<file path="src/rtl/ptp_stamp_pkg.sv">
package ptp_stamp_pkg;

    typedef enum logic [1:0] {
        DS_IDLE,
        DS_PREAMBLE,
        DS_BODY,
        DS_SKIP
    } det_state_e;

    localparam logic [3:0] NIB_PRE = 4'h5;
    localparam logic [3:0] NIB_SFD = 4'hD;

    localparam logic [7:0] MSG_SYNC = 8'h00;
    localparam logic [7:0] MSG_DREQ = 8'h01;

endpackage

</file>
<file path="src/rtl/ptp_frame_detect.sv">
module ptp_frame_detect
    import ptp_stamp_pkg::*;
#(
    parameter int TIME_W    = 64,
    parameter int LAST_BYTE = 169,
    parameter int TYPE_BYTE = 74
) (
    input  logic              clk,
    input  logic              rst_n,
    input  logic [3:0]        nib,
    input  logic              dv,
    input  logic [TIME_W-1:0] sys_time,
    input  logic [7:0]        want_type,
    output logic              commit,
    output logic [TIME_W-1:0] stamp
);

    localparam int CNT_W = $clog2(2 * (LAST_BYTE + 1) + 1);
    localparam logic [CNT_W-1:0] LAST_NIB = CNT_W'(2 * LAST_BYTE + 1);
    localparam logic [CNT_W-1:0] TYPE_LO  = CNT_W'(2 * TYPE_BYTE);
    localparam logic [CNT_W-1:0] TYPE_HI  = CNT_W'(2 * TYPE_BYTE + 1);

    typedef struct packed {
        det_state_e        state;
        logic [CNT_W-1:0]  cnt;
        logic [3:0]        lo_nib;
        logic [TIME_W-1:0] stamp;
    } det_reg_t;

    det_reg_t r_q, r_d;
    logic     commit_d;

    always_comb begin
        r_d      = r_q;
        commit_d = 1'b0;
        unique case (r_q.state)
            DS_IDLE: begin
                if (dv) begin
                    r_d.state = (nib == NIB_PRE) ? DS_PREAMBLE : DS_SKIP;
                end
            end
            DS_PREAMBLE: begin
                if (!dv) begin
                    r_d.state = DS_IDLE;
                end else if (nib == NIB_SFD) begin
                    r_d.state  = DS_BODY;
                    r_d.cnt    = '0;
                    r_d.stamp  = sys_time;
                    r_d.lo_nib = '0;
                end else if (nib != NIB_PRE) begin
                    r_d.state = DS_SKIP;
                end
            end
            DS_BODY: begin
                if (!dv) begin
                    r_d.state = DS_IDLE;
                end else begin
                    r_d.cnt = r_q.cnt + 1'b1;
                    if (r_q.cnt == TYPE_LO) begin
                        r_d.lo_nib = nib;
                    end
                    if (r_q.cnt == TYPE_HI && {nib, r_q.lo_nib} != want_type) begin
                        r_d.state = DS_SKIP;
                    end
                    if (r_q.cnt == LAST_NIB) begin
                        commit_d  = 1'b1;
                        r_d.state = DS_SKIP;
                    end
                end
            end
            DS_SKIP: begin
                if (!dv) begin
                    r_d.state = DS_IDLE;
                end
            end
            default: r_d.state = DS_IDLE;
        endcase
    end

    always_ff @(posedge clk) begin
        if (!rst_n) begin
            r_q.state  <= DS_IDLE;
            r_q.cnt    <= '0;
            r_q.lo_nib <= '0;
            r_q.stamp  <= '0;
        end else begin
            r_q <= r_d;
        end
    end

    assign commit = commit_d;
    assign stamp  = r_q.stamp;

endmodule

</file>
<file path="src/rtl/ptp_snap_latch.sv">
module ptp_snap_latch #(
    parameter int TIME_W = 64
) (
    input  logic              clk,
    input  logic              rst_n,
    input  logic              commit,
    input  logic [TIME_W-1:0] stamp,
    input  logic              clr,
    input  logic              inhibit,
    output logic [TIME_W-1:0] snap,
    output logic              evt
);

    typedef struct packed {
        logic [TIME_W-1:0] snap;
        logic              evt;
    } snap_reg_t;

    snap_reg_t s_q, s_d;

    always_comb begin
        s_d = s_q;
        if (clr) begin
            s_d.evt = 1'b0;
        end
        if (commit && (!s_d.evt || inhibit)) begin
            s_d.snap = stamp;
            s_d.evt  = 1'b1;
        end
    end

    always_ff @(posedge clk) begin
        if (!rst_n) begin
            s_q <= '0;
        end else begin
            s_q <= s_d;
        end
    end

    assign snap = s_q.snap;
    assign evt  = s_q.evt;

endmodule

</file>
<file path="src/rtl/ptp_mii_stamper.sv">
module ptp_mii_stamper
    import ptp_stamp_pkg::*;
#(
    parameter int TIME_W    = 64,
    parameter int LAST_BYTE = 169,
    parameter int TYPE_BYTE = 74
) (
    input  logic              clk,
    input  logic              rst_n,
    input  logic [3:0]        tx_nib,
    input  logic              tx_dv,
    input  logic [3:0]        rx_nib,
    input  logic              rx_dv,
    input  logic [TIME_W-1:0] sys_time,
    input  logic              master_mode,
    input  logic              lock_inhibit,
    input  logic              tx_evt_clr,
    input  logic              rx_evt_clr,
    output logic [TIME_W-1:0] tx_snap,
    output logic              tx_evt,
    output logic [TIME_W-1:0] rx_snap,
    output logic              rx_evt
);

    localparam int NDIR = 2;

    logic [3:0]        nib_a   [NDIR];
    logic              dv_a    [NDIR];
    logic              clr_a   [NDIR];
    logic [7:0]        want_a  [NDIR];
    logic [TIME_W-1:0] stamp_a [NDIR];
    logic [TIME_W-1:0] snap_a  [NDIR];
    logic              evt_a   [NDIR];
    logic [NDIR-1:0]   det_commit;

    always_comb begin
        nib_a[0]  = tx_nib;
        dv_a[0]   = tx_dv;
        clr_a[0]  = tx_evt_clr;
        want_a[0] = master_mode ? MSG_SYNC : MSG_DREQ;
        nib_a[1]  = rx_nib;
        dv_a[1]   = rx_dv;
        clr_a[1]  = rx_evt_clr;
        want_a[1] = master_mode ? MSG_DREQ : MSG_SYNC;
    end

    for (genvar g = 0; g < NDIR; g++) begin : g_dir
        ptp_frame_detect #(
            .TIME_W    (TIME_W),
            .LAST_BYTE (LAST_BYTE),
            .TYPE_BYTE (TYPE_BYTE)
        ) u_det (
            .clk       (clk),
            .rst_n     (rst_n),
            .nib       (nib_a[g]),
            .dv        (dv_a[g]),
            .sys_time  (sys_time),
            .want_type (want_a[g]),
            .commit    (det_commit[g]),
            .stamp     (stamp_a[g])
        );

        ptp_snap_latch #(
            .TIME_W (TIME_W)
        ) u_snap (
            .clk     (clk),
            .rst_n   (rst_n),
            .commit  (det_commit[g]),
            .stamp   (stamp_a[g]),
            .clr     (clr_a[g]),
            .inhibit (lock_inhibit),
            .snap    (snap_a[g]),
            .evt     (evt_a[g])
        );
    end

    assign tx_snap = snap_a[0];
    assign tx_evt  = evt_a[0];
    assign rx_snap = snap_a[1];
    assign rx_evt  = evt_a[1];

endmodule

</file>
<file path="config.mk">
export PLATFORM = sky130hd
export DESIGN_NAME = ptp_mii_stamper
export DESIGN_NICKNAME = d
export VERILOG_FILES = /design/src/rtl/ptp_stamp_pkg.sv /design/src/rtl/ptp_frame_detect.sv /design/src/rtl/ptp_snap_latch.sv /design/src/rtl/ptp_mii_stamper.sv
export SDC_FILE = /design/constraint.sdc
export NUM_CORES = 1
export LEC_CHECK = 0
export CAP_MARGIN = 20
export CORE_MARGIN = 2
export CORE_UTILIZATION = 39
export CTS_BUF_LIST = sky130_fd_sc_hd__clkbuf_2 sky130_fd_sc_hd__clkbuf_4 sky130_fd_sc_hd__clkbuf_8
export DETAILED_ROUTE_END_ITERATION = 16
export PLACE_DENSITY = 0.6
export SETUP_SLACK_MARGIN = 0.02
export SYNTH_ARGS = -nofsm -noshare
export SYNTH_HDL_FRONTEND = slang
export SYNTH_HIERARCHICAL = 1
export SYNTH_SLANG_ARGS = --single-unit
</file>
<file path="constraint.sdc">
create_clock -name clk -period 2.3 [get_ports clk]
set_input_delay 0.345 -clock clk [delete_from_list [all_inputs] [get_ports clk]]
set_output_delay 0.345 -clock clk [all_outputs]
set_load 0.02 [all_outputs]
</file>
==> key figures <==
Place
  • Post-place setup slack: approximately 32 ps
  • Final GP Congestion: ~0.79
  • Port bufs: around 210
  • Placed Cells: about 1900
  • Post-DP HPWL: around 19000 um
  • DP Area: between 0.01 and 0.015 sq mm

Clocking
  • Clk_lat worst skew: 550 ps
  • Postcts setup bufs: 0
  • Root Buffer: clkbuf_8
  • Clk slew on worst S/H paths: roughly 60 ps
  • CTS tree: done
  • Htree depth: 2
  • CTS Hold Bufs: 0
  • Clock sink count: between 200 and 300
  • Resized cells post-CTS: 0
  • Clock buffer depth: 3
  • Cts bufs inserted: a little over 50

Timing
  • Max-slew headroom: 65.69%
  • RSZ-0062 raised after global routing: false
  • Hold slack final: roughly 230 ps
  • Setup TNS: 0 ps
  • Min Tclk post-route: about 2100 ps
  • Count of final hold-check violations: 0
  • Clk_skew: about 13 ps
  • Fmax: between 400 and 500 MHz
  • Worst-Margin Slew: approximately 510 ps
  • Slew Viols, Final: 0
  • Final setup vio count: 0
  • Tcrit/Tclk final: between 90% and 100%
  • Setup ws final: roughly 200 ps

Route
  • DRC: 0
  • Via count: approximately 9400
  • Wire length per cell: between 10 and 15 um
  • Via/cell ratio: around 4.6
  • WL final: around 29000 um
  • DRT Pass-1 Iters: 4
  • Initial drt markers: roughly 320
  • Remaining antenna violation count: 0

Logic synthesis
  • Avg Inst Size Synth: about 8.8 sq um
  • Synth cell count leaders: 532 x nand2_1, 288 x dfxtp_1, 132 x buf_4
  • Mapped Cells: roughly 1500
  • FFs w/ async S/R, synth: 0%
  • Post-Syn Area: ~0.013 sq mm
  • Number of distinct library cells after synthesis: 43
  • Count leader, synth: nand2_1
  • Synth Register Bits: 288
  • Post-synthesis sequential area ratio: a little under half
  • Top post-synthesis cells by area: dfxtp_1 45%, nand2_1 16%, mux2i_1 10%
  • Dominant synthesized flop cell: dfxtp_1
  • Synth top area share: 45.01%
  • Synth Warn #: 6
  • EDFF count, synth: 0
  • Yosys top cell by area: dfxtp_1

Run status
  • Outcome: finished, final reports clean

Floorplanning
  • Die outline width: 185.2 um
  • Site row count: between 60 and 70
  • Initial core utilization: between 30 and 40%
  • Die ar.: between 0.03 and 0.04 sq mm
  • Core Footprint: about 0.032 sq mm
  • Chip Height: 185.2 um
  • I/O pins: 210

Global route
  • Pin count of the biggest net entering global routing: between 90 and 100
  • First-pass GRT wire length: between 40000 and 50000 um
  • Overall Global Routing Usage: between 15 and 20%
  • Vias in the first global route: between 9000 and 10000
  • Global route total overflow: 0
  • Initial antenna violation count: 1

Critical path
  • Setup crit end kind: flop
  • Worst setup path class: reg -> reg
  • Critical path startpoint category: flop
  • Worst EP required: approximately 2800 ps
  • R2R depth: 6
  • Worst-path fanout max: 36
  • Critical path data arrival time: ~2600 ps

Finish
  • Number of diodes: 0
  • Area growth from synthesis to layout: 21.20%
  • Layout cell share with drive strength beyond 1: a little over 9%
  • Final Net Count: roughly 1600
  • Non-Filler Instances: just over 2000
  • Filler cells: roughly 3100
  • Finished Core Util: a little under half
  • Post-route cell area: 0.01553 sq mm
  • Sequential cell area: around 0.0058 sq mm
  • Multi-input gate area: around 0.0054 sq mm

Pwr
  • Worst VDD drop: 0.3519 mV
  • Pwr Total: approximately 11 mW
  • P_leak: ~5 nW
  • Pwr dens: 679.3 mW/mm^2

Min path
  • Worst Hold Class: in -> reg
  • Hold depth: 3

Flow run
  • Max cap viols: 0
[worst max-delay path: stages, from the launching register on]
cell and delay (ps):
dfxtp_1 440, ha_1 280, nand4_1 150, nor2_1 290, a21boi_4 310, buf_12 280, mux2i_1 230
[final cells by class]
| cell class | count | area share [%] |
|---|---|---|
| inverter | 9 | 0.2176 |
| clock inverter | 10 | 0.4996 |
| timing repair buffer | 249 | 16.81 |
| sequential | 288 | 37.13 |
| tap | 442 | 3.562 |
| clock buffer | 83 | 6.834 |
| multi-input combinational | 952 | 34.94 |
[cell families after synthesis]
family,synth area share (%)
buffers and inverters,13.22
DFF,45.01
muxes,10.00
xor gates and xnor gates,1.504
adders and majority gates,0.5860
AOI/OAI and AO/OA,9.982
other,0.02927
and+or+nand+nor,19.67
[registers in the layout (all words and copies together), names as in the netlist]
signal             count
g_dir.u_snap/evt       2
g_dir.u_snap/snap    128
g_dir.u_det/stamp    128
g_dir.u_det/r_q       30
[power by group]
part	leakage [nW]	internal, mW	switching, mW	total, mW
logic	2.15	0.216	0.219	0.435
registers	2.32	5.01	0.0141	5.02
clock network	0.609	3.02	2.07	5.09
[path summary, 6_finish.rpt]
| kind | from | to | slack, ps |
|---|---|---|---|
| max | g_dir[0].u_det/r_q[68] | g_dir[0].u_snap/snap[59] | 210 |
| min | rst_n | g_dir[0].u_snap/snap[7] | 230 |
| max reg2reg | g_dir[0].u_det/r_q[68] | g_dir[0].u_snap/snap[59] | 210 |
| min reg2reg | g_dir[0].u_det/stamp[54] | g_dir[0].u_snap/snap[54] | 450 |
[cells in the final DEF, fill, tap and decap left out, types with 6 or more instances in the layout]
cell type,n
nand2_1,532
dfxtp_1,288
clkdlybuf4s50_1,208
a21boi_0,130
mux2i_1,128
clkbuf_8,70
buf_4,23
xor2_1,20
buf_12,17
nand3_1,14
conb_1,14
clkbuf_4,13
nor2_1,12
a21oi_1,12
nand4_1,10
inv_1,9
clkinv_2,8
o31ai_1,8
a21boi_1,6
or4_1,6
o21ai_0,6
ha_1,6
[layer usage]
| layer | share of wire, % | wire length [um] | GRT usage (%) |
|---|---|---|---|
| met2 | 47 | 13520 | 28.73 |
| met4 | 1.9 | 541 | 4.825 |
| met5 | 0.045 | 13 | 0 |
| met1 | 44 | 12740 | 20.08 |
| met3 | 7.6 | 2199 | 5.584 |
Note: power is estimated with default switching activity, not from simulation.
